<file path="config.mk">
export PLATFORM = sky130hd
export DESIGN_NAME = phy_access_port
export DESIGN_NICKNAME = d
export VERILOG_FILES = /design/src/rtl/phy_port_pkg.sv /design/src/rtl/phy_port_ctrl.sv /design/src/rtl/phy_port_datapath.sv /design/src/rtl/phy_access_port.sv
export SDC_FILE = /design/constraint.sdc
export NUM_CORES = 1
export LEC_CHECK = 0
export BUFFER_PORTS_ARGS = -buffer_cell sky130_fd_sc_hd__buf_2
export CAP_MARGIN = 10
export CORE_UTILIZATION = 55
export CTS_CLUSTER_SIZE = 24
export DETAILED_ROUTE_END_ITERATION = 7
export PLACE_DENSITY = 0.91
export SYNTH_ARGS = -nofsm -noshare
export SYNTH_HDL_FRONTEND = slang
export SYNTH_SLANG_ARGS = --single-unit
</file>
<file path="constraint.sdc">
create_clock -name clk -period 6.8 [get_ports clk]
set_clock_uncertainty 0.15 [all_clocks]
set_input_delay 0 -clock clk [delete_from_list [all_inputs] [get_ports clk]]
set_output_delay 0 -clock clk [all_outputs]
set_load 0.005 [all_outputs]
</file>
<file path="src/rtl/phy_port_pkg.sv">
package phy_port_pkg;
  localparam int WORD_W    = 32;
  localparam int IDX_W     = 8;
  localparam int BYTE_W    = 8;
  localparam int WDATA_LSB = 8;
  localparam int RDATA_LSB = 16;
  localparam int WR_BIT    = 24;
  localparam int RD_BIT    = 25;
  localparam int ACK_BIT   = 26;

  // strobes from control to datapath
  typedef struct packed {
    logic wrFire;
    logic rdFire;
  } portStrobes_t;
endpackage

</file>
<file path="src/rtl/phy_port_ctrl.sv">
module phy_port_ctrl
  import phy_port_pkg::*;
(
  input  logic         clk,
  input  logic         rstN,
  input  logic         wrReq,
  input  logic         rdReq,
  output portStrobes_t strb,
  output logic         ackFlag
);
  logic wrSeen, rdSeen;

  always_comb begin
    strb.wrFire = wrReq & ~wrSeen;
    strb.rdFire = rdReq & ~rdSeen;
  end

  always_ff @(posedge clk) begin
    if (!rstN) begin
      wrSeen  <= 1'b0;
      rdSeen  <= 1'b0;
      ackFlag <= 1'b0;
    end else begin
      wrSeen <= wrReq;
      rdSeen <= rdReq;
      if (strb.wrFire || strb.rdFire)
        ackFlag <= 1'b1;
      else if (!wrReq && !rdReq)
        ackFlag <= 1'b0;
    end
  end
endmodule

</file>
<file path="src/rtl/phy_port_datapath.sv">
module phy_port_datapath
  import phy_port_pkg::*;
#(
  parameter int NUM_REGS = 9,
  localparam int FLAT_W  = NUM_REGS * BYTE_W
) (
  input  logic              clk,
  input  logic              rstN,
  input  logic              busWrEn,
  input  logic [WORD_W-1:0] busWrData,
  input  portStrobes_t      strb,
  input  logic              ackFlag,
  output logic              wrReq,
  output logic              rdReq,
  output logic [WORD_W-1:0] portWord,
  output logic [FLAT_W-1:0] delayFlat
);
  logic [IDX_W-1:0]  idxQ;
  logic [BYTE_W-1:0] wByteQ, rByteQ, selByte;
  logic [BYTE_W-1:0] bank [NUM_REGS];
  logic              inRange;

  assign inRange = (idxQ < IDX_W'(NUM_REGS));

  always_ff @(posedge clk) begin
    if (!rstN) begin
      idxQ   <= '0;
      wByteQ <= '0;
      wrReq  <= 1'b0;
      rdReq  <= 1'b0;
    end else if (busWrEn) begin
      idxQ   <= busWrData[IDX_W-1:0];
      wByteQ <= busWrData[WDATA_LSB +: BYTE_W];
      wrReq  <= busWrData[WR_BIT];
      rdReq  <= busWrData[RD_BIT];
    end
  end

  for (genvar g = 0; g < NUM_REGS; g++) begin : g_bank
    always_ff @(posedge clk) begin
      if (!rstN)
        bank[g] <= '0;
      else if (strb.wrFire && idxQ == IDX_W'(g))
        bank[g] <= wByteQ;
    end
    assign delayFlat[g*BYTE_W +: BYTE_W] = bank[g];
  end

  always_comb begin
    selByte = '0;
    for (int i = 0; i < NUM_REGS; i++)
      if (inRange && idxQ == IDX_W'(i)) selByte = bank[i];
  end

  always_ff @(posedge clk) begin
    if (!rstN)           rByteQ <= '0;
    else if (strb.rdFire) rByteQ <= selByte;
  end

  always_comb begin
    portWord                          = '0;
    portWord[IDX_W-1:0]               = idxQ;
    portWord[WDATA_LSB +: BYTE_W]     = wByteQ;
    portWord[RDATA_LSB +: BYTE_W]     = rByteQ;
    portWord[WR_BIT]                  = wrReq;
    portWord[RD_BIT]                  = rdReq;
    portWord[ACK_BIT]                 = ackFlag;
  end
endmodule

</file>
<file path="src/rtl/phy_access_port.sv">
module phy_access_port
  import phy_port_pkg::*;
#(
  parameter int NUM_REGS = 9
) (
  input  logic                       clk,
  input  logic                       rstN,
  input  logic                       regWrEn,
  input  logic [WORD_W-1:0]          regWrData,
  output logic [WORD_W-1:0]          regRdData,
  output logic [NUM_REGS*BYTE_W-1:0] delayOut
);
  portStrobes_t strb;
  logic wrReq, rdReq, ackFlag;

  phy_port_ctrl u_ctrl (
    .clk(clk), .rstN(rstN), .wrReq(wrReq), .rdReq(rdReq),
    .strb(strb), .ackFlag(ackFlag)
  );

  phy_port_datapath #(.NUM_REGS(NUM_REGS)) u_dp (
    .clk(clk), .rstN(rstN), .busWrEn(regWrEn), .busWrData(regWrData),
    .strb(strb), .ackFlag(ackFlag), .wrReq(wrReq), .rdReq(rdReq),
    .portWord(regRdData), .delayFlat(delayOut)
  );
endmodule

</file>
[Word level (Yosys, flattened, before mapping)]
Memories as Yosys holds them, arrays and structs flattened.
Cells that the tools add are included.
Operators by class
  magnitude comparators: 1
  equal/unequal tests: 8
  muxes and demuxes: 48
  bitwise logic cells: 13
  reduce and logical (&&, ||, !) cells: 24
Operators by type and width (count)
  8-bit two-way mux: 18
  8-bit by 3-bit == test with 1-bit output, second input constant: 4
  1-bit two-way mux: 30
  1-bit logical AND: 19
  8-bit by 2-bit == test with 1-bit output, second input constant: 2
  1-bit bitwise OR: 9
  8-bit by 1-bit == test with 1-bit output, second input constant: 1
  8-bit by 4-bit == test with 1-bit output, second input constant: 1
  8-bit logical NOT: 1
  8-bit by 4-bit < comparator with 1-bit output, second input constant: 1
  1-bit bitwise AND: 2
  1-bit logical NOT: 2
  1-bit NOT: 2
  2-bit nonzero test: 1
  1-bit logical OR: 1
Storage, ports and cells
  register bits: 29
  memory bits (writable): 72
  input bits: 35
  output and inout bits: 104
  logic and storage cells: 103
  memories kept: 1
Memory list
  u_dp.bank: words 9, bits a word 8, rd ports 9, clocked after memory_dff 0, write ports 9, RTL line phy_port_datapath.sv:20  | logic [BYTE_W-1:0] bank [NUM_REGS];

[Logic depth before layout (Yosys ltp)]
Gate-level depths: netlist of run 1.
  word-level depth: 11
  depth in mapped cells: 7
  gate-level depth less buffers: 4

[Hierarchy]
Synthesis of run 1 repeated with hierarchy kept, for this count alone.
Unflattened totals
  cells, all modules: 403
  area, all modules: 4718.3 sq um
Modules (own cells, without submodules)
  phy_port_datapath: instances 1, cells an instance 394, area an instance 4601.9 sq um, sequential area each 2682.6 sq um
  phy_port_ctrl: instances 1, cells an instance 9, area an instance 116.4 sq um, sequential area each 60.1 sq um

[Worst setup path after synthesis of run 1]
No wires, ideal clock.
  path kind: flip-flop to flip-flop
  start: register u_dp.idxQ[7]
  end: memory u_dp.bank[0][0] (enable)
  setup time: 0.387 ns
  arrival time: 2.217 ns
  required time: 6.263 ns
  path slack: 4.046 ns
  stages on the path, launching flop included: 5
  cell sequence: dfxtp_1 or4_4 buf_6 or4_1 o31ai_1
RTL lines
  from (decl): RTL line phy_port_datapath.sv:18  | logic [IDX_W-1:0] idxQ;
  from (signal assigned): RTL line phy_port_datapath.sv:32  | idxQ <= busWrData[IDX_W-1:0];
  to (decl): RTL line phy_port_datapath.sv:20

==> run_results.csv, run 1 <==
group,metric,value,unit
cells_and_area,mostFrequentLayoutCells,"buf_2 (121), edfxtp_1 (72), and2_1 (67)",
cells_and_area,fillers,594,
route,totalWireLength,12200,um
critical_path,crit_fanout,8,
yosys,syn_area,0.00462,mm^2
floorplanning,die_x,93.7,um
route,via_per_inst,5.94,
cells_and_area,final_common_cell,"buf_2",
route,drt_iter0_drc,308,
grt,grtUsageTotal,28.0,%
timing,rsz0062_at_grt,"no",
grt,grt_pass1_vias,3463,
pwr,combPwrFrac,10.7,%
pwr,power.internal,909,uW
timing,hold_violations,0,
grt,grt_max_degree,40,
timing,maxSlewViolCount,0,
placed_design,port_buffers,119,
pwr,switching_share,25.0,%
floorplanning,start_util,56.5,%
route,routedWlPerCell,19.8,um
yosys,yosys_warnings,0,
yosys,synth_xor_xnor_area_share,0,%
yosys,synthAdderAreaFrac,0,%
yosys,yosys.area_share.simple,18.5,%
timing,worst_pin_slew,1.22,ns
placed_design,gp_congestion,0.861,
cells_and_area,seq_area,0.00274,mm^2
yosys,yosysSeqAreaShare,59.4,%
route,drc,0,
yosys,synth_cell_type_count,39,
critical_path,worstSetupEndpointType,"flip-flop",
floorplanning,num_rows,33,
run,cap_violations,0,
floorplanning,top_level_ports,139,
timing,fmax,0.306,GHz
pwr,p_seq_share,58.6,%
timing,fin_tns_setup,0,ns
clock_network,htree_levels,3,
clock_network,cts_tree,"built",
timing,min_period,3.26,ns
timing,setup_viol,0,
pwr,power.switching,303,uW
yosys,synth_area_per_cell,12.3,um^2
clock_network,cts_buffers,9,
yosys,synth_top_family_by_area,"simple AND/OR/NAND/NOR gates",
cells_and_area,multiInputGateArea,0.00171,mm^2
clock_network,clkLatencyLatePin,0.37,ns
yosys,synth_compound_area_share,8.85,%
grt,gr-total-overflow,0,
cells_and_area,area_delta_synth_final,21.6,%
floorplanning,core,0.00818,mm^2
clock_network,cts_resized,0,
clock_network,clk_transition_reported_paths,0.09,ns
cells_and_area,layout-drive-gt1-share,29.0,%
yosys,synth_flop_cell,"edfxtp_1",
pwr,p_leak,0.00237,uW
yosys,async_reset_ff_share,0,%
pwr,p_per_area,216,mW/mm^2
route,dr.pass1.iters,8,
critical_path,critPathRequiredTime,6.64,ns
floorplanning,die_area,0.00877,mm^2
clock_network,cts_root_buf,"clkbuf_8",
route,routed-via-count,3653,
placed_design,dpl.cell_count,578,
yosys,synthMuxAreaShare,9.37,%
placed_design,dpl.hpwl,8200,um
yosys,yosys_register_bits,101,
hold_path,hold_path_class,"input port to flip-flop",
cells_and_area,fin_cells,615,
timing,finalCritPeriodShare,48.0,%
clock_network,cts_setup_buffers,0,
critical_path,arrival,3.10,ns
clock_network,clk_path_buf_depth,2,
pwr,ir_drop,0.149,mV
cells_and_area,final_nets,540,
yosys,postSynthCellCount,377,
yosys,synth_edf_count,72,
grt,grt_pass1_wl,17900,um
floorplanning,dieHeight,93.7,um
pwr,p_clk_share,30.8,%
outcome,status,"finished, final reports clean",
critical_path,criticalPathCategory,"flip-flop to flip-flop",
timing,relSlewSlack,17.7,%
critical_path,start_kind,"flip-flop",
route,ant_nets,0,
clock_network,clock_sinks,101,
cells_and_area,n_antenna_cell,0,
grt,antenna_found_initial,0,
[worst max-delay path, stage by stage, from the launching register on]
cell     delay (ns)
dfxtp_1        0.35
or4_4          0.61
nor2_1         0.50
nand4_1        0.24
o21ai_0        1.03
[flip-flops by register name (all words and copies together), names as in the netlist]
| name | flops |
|---|---|
| u_dp.bank | 72 |
| u_dp.rdReq | 1 |
| u_dp.rByteQ | 8 |
| u_ctrl.ackFlag | 1 |
| u_ctrl.rdSeen | 1 |
| u_dp.idxQ | 8 |
| u_ctrl.wrSeen | 1 |
| u_dp.wByteQ | 8 |
| u_dp.wrReq | 1 |
[cell usage after synthesis (2+ instances only)]
cell | number | area (um^2)
buf_4 | 8 | 60.1
mux4_2 | 5 | 113
nor2b_1 | 2 | 12.5
buf_2 | 2 | 10.0
edfxtp_1 | 72 | 2160
a21oi_1 | 16 | 80.1
nand4_1 | 5 | 31.3
inv_1 | 8 | 30.0
o31ai_1 | 6 | 45.0
nand2b_1 | 2 | 12.5
and2_1 | 67 | 419
and3_1 | 8 | 50.1
mux2i_1 | 32 | 320
o211ai_1 | 8 | 60.1
buf_1 | 4 | 15.0
nor2_4 | 3 | 33.8
a2bb2oi_1 | 4 | 35.0
dfxtp_1 | 29 | 581
nor2_1 | 23 | 86.3
nand2_1 | 5 | 18.8
a22oi_1 | 6 | 45.0
clkbuf_1 | 14 | 52.6
o21ai_0 | 17 | 85.1
or4_4 | 2 | 22.5
nor3b_1 | 7 | 52.6
nand3b_1 | 6 | 45.0
o21a_1 | 4 | 30.0
[power by group through the flow]
stage	registers, uW	clock network [uW]	logic (uW)
2_1_floorplan	713	0	74.0
3_3_place_gp	721	0	113
3_5_place_dp	723	0	117
4_1_cts	709	370	126
5_1_grt	712	393	139
6_report	710	373	129
[metrics by stage]
stage	worst slack (ns)	utilization, %	cell area [um^2]	hold WS [ns]	total power, uW
after floorplan	4.05	-	4640	-0.00244	787
after global placement	3.73	64.0	5230	0.0799	834
after detailed placement	3.53	64.0	5230	0.0920	840
after CTS	3.47	68.6	5610	0.0429	1210
after global routing	3.37	68.7	5620	0.0598	1240
final	3.54	68.7	5620	0.0419	1210
[kinds of logic (layout without fill, tap and decap cells)]
group | after synthesis | in the layout
multiplexers | 37 | 37
AO/OA/AOI/OAI | 64 | 64
AND/OR/NAND/NOR | 137 | 137
buffers and inverters | 37 | 166
other | 1 | 5
flip-flops | 101 | 101
[final cells by class]
type	instances	share of cell area [%]
tap	105	2.34
sequential	101	48.8
multi-input combinational	243	30.5
inverter	8	0.534
clock inverter	6	1.11
clock buffer	10	2.27
timing repair buffer	142	14.4
[layer usage]
metal | GRT usage [%] | up-vias | part of all wire, % | wire length, um
met5 | 0 | - | 0 | 0
met4 | 15.4 | 0 | 4.4 | 537
met3 | 2.99 | 44 | 8.9 | 1090
met2 | 46.8 | 238 | 49 | 5940
met1 | 35.9 | 1752 | 38 | 4610
li1 | - | 1619 | - | -
[path summary, 6_finish.rpt]
path	start	cells past startpoint	to	slack, ns
setup / recovery	u_dp.idxQ[7]	4	u_dp.bank[6][2]	3.54
hold / removal	regWrEn	3	u_dp.idxQ[4]	0.04
setup reg to reg	u_dp.idxQ[7]	4	u_dp.bank[6][2]	3.54
hold reg to reg	u_dp.rByteQ[0]	1	u_dp.rByteQ[0]	0.36
[timing repair]
action | in CTS | in global routing
endpoints found under the hold margin | 27 | 0
hold buffers | 19 | 0
setup endpoints to repair | 0 | 0
No activity file was read; power rests on OpenSTA's default activity.
==> run 2, diff against run 1 <==
- CORE_UTILIZATION: 55 -> 52
- PLACE_DENSITY: 0.91 -> 0.87
- clock period: 6.8 -> 3.4 ns (I/O delays scaled with it)
==> run_results.csv, run 2 (synthesis gave the netlist of run 1 again) <==
group,metric,value,unit
outcome,status,"finished, final reports clean",
critical_path,critPathRequiredTime,3.33,ns
route,via_per_inst,5.78,
clock_network,cts_tree,"built",
timing,hold_violations,0,
clock_network,clk_transition_reported_paths,0.08,ns
grt,antenna_found_initial,0,
clock_network,ctsHoldBuffers,19,
pwr,p_seq_share,58.6,%
grt,grtUsageTotal,27.5,%
timing,hold_ws,0.0505,ns
clock_network,htree_levels,3,
cells_and_area,final_nets,551,
clock_network,clkLatencyLatePin,0.37,ns
route,drc,0,
cells_and_area,area_delta_synth_final,23.4,%
cells_and_area,n_antenna_cell,0,
critical_path,worst-r2r-cell-count,6,
pwr,power.total,2410,uW
hold_path,worst_hold_path.endpoint,"u_dp.idxQ[6]",
grt,grt_pass1_vias,3322,
timing,fin_tns_setup,0,ns
critical_path,arrival,2.58,ns
timing,fmax,0.378,GHz
critical_path,worstSetupEndpointType,"flip-flop",
clock_network,clock_sinks,101,
placed_design,dpl.hpwl,8500,um
pwr,power.switching,593,uW
clock_network,cts_root_buf,"clkbuf_8",
critical_path,criticalPathCategory,"flip-flop to flip-flop",
timing,rsz0062_at_grt,"no",
grt,grt_pass1_wl,18100,um
pwr,p_per_area,423,mW/mm^2
clock_network,cts_setup_buffers,0,
floorplanning,dieHeight,96.3,um
timing,worst_pin_slew,0.810,ns
grt,grt_max_degree,39,
critical_path,crit_fanout,8,
clock_network,cts_resized,0,
pwr,power.internal,1820,uW
floorplanning,die_area,0.00927,mm^2
clock_network,clk_path_buf_depth,2,
cells_and_area,largest_register,"u_dp.bank",
route,routedWlPerCell,19.4,um
hold_path,hold_path_class,"input port to flip-flop",
timing,relSlewSlack,45.8,%
route,totalWireLength,12200,um
route,ant_nets,0,
pwr,ir_drop,0.216,mV
run,cap_violations,0,
cells_and_area,mostFrequentLayoutCells,"buf_2 (119), edfxtp_1 (72), and2_1 (67)",
floorplanning,die_x,96.3,um
floorplanning,start_util,53.2,%
route,dr.pass1.iters,5,
floorplanning,core,0.00868,mm^2
route,routed-via-count,3638,
cells_and_area,final_common_cell,"buf_2",
pwr,switching_share,24.6,%
timing,setup_viol,0,
grt,gr-total-overflow,0,
critical_path,r2r_slack,0.75,ns
route,drt_iter0_drc,274,
clock_network,cts_buffers,9,
pwr,combPwrFrac,11.4,%
timing,finalCritPeriodShare,77.9,%
pwr,p_leak,0.00243,uW
hold_path,min_path_cells,3,
timing,maxSlewViolCount,0,
pwr,p_clk_share,30.0,%
critical_path,worst_r2r_endpoint,"u_dp.bank[4][2]",
floorplanning,num_rows,34,
placed_design,gp_congestion,0.855,
placed_design,port_buffers,119,
hold_path,worstHoldStart,"regWrEn",
cells_and_area,layout-drive-gt1-share,30.3,%
timing,min_period,2.65,ns
cells_and_area,largest_register_ffs,72,
floorplanning,top_level_ports,139,
critical_path,start_kind,"flip-flop",
critical_path,r2r-start,"u_dp.idxQ[7]",
-- run 2: cell types whose count changed in the layout (fill, tap and decap cells not counted) --
| cell | delta |
|---|---|
| buf_2 | -2 |
| buf_4 | +13 |
| bufinv_16 | -1 |
| clkbuf_1 | +3 |
| clkbuf_16 | +1 |
| clkbuf_8 | +1 |
| clkinv_1 | -2 |
| clkinv_2 | +1 |
| clkinv_4 | -1 |
| clkinvlp_4 | -1 |
| inv_6 | -1 |
-- run 2: metal layers --
layer  track usage [%]  up-vias  part of all wire (%)
li1                  -     1636                     -
met1              35.7     1742                    39
met2              44.1      224                    48
met3              6.08       36                   9.2
met4              12.2        0                   3.6
met5                 0        -                     0
-- run 2: worst max-delay path, stage by stage (launching register included) --
cell and delay (ns):
dfxtp_1 0.34, or4_4 0.62, nor2_1 0.12, buf_4 0.17, nand4_1 0.16, o31ai_1 0.55, buf_4 0.26
-- run 2: worst max path at each step --
| stage | startpoint | end | cells after the start |
|---|---|---|---|
| floorplan | u_dp.idxQ[7] | u_dp.bank[0][0] | 4 |
| global placement | u_dp.idxQ[7] | u_dp.bank[4][0] | 6 |
| global route | u_dp.idxQ[7] | u_dp.bank[4][7] | 6 |
| finish | u_dp.idxQ[7] | u_dp.bank[4][2] | 6 |
| detailed placement | u_dp.idxQ[7] | u_dp.bank[4][1] | 6 |
| CTS | u_dp.idxQ[7] | u_dp.bank[4][0] | 6 |
-- run 2: cell type report --
class	instances	area (um^2)
tap	108	135
timing repair buffer	153	898
multi-input combinational	243	1710
fill	671	2980
inverter	8	30.0
clock inverter	1	5.00
clock buffer	15	178
sequential	101	2740
-- run 2: through the flow --
stage	area (um^2)	utilization, %	cells	worst slack, ns
global placement	5330	61.4	594	0.875
global route	5700	65.7	629	0.620
floorplan	4640	-	381	0.646
CTS	5700	65.7	629	0.791
finish	5700	65.7	629	0.751
detailed placement	5330	61.4	594	0.814
-- run 2: power by group through the flow --
stage | registers, uW | clock network (uW) | logic (uW)
3_5_place_dp | 1440 | 0 | 256
4_1_cts | 1410 | 723 | 273
6_report | 1410 | 723 | 276
3_3_place_gp | 1440 | 0 | 245
5_1_grt | 1420 | 767 | 299
2_1_floorplan | 1430 | 0 | 148
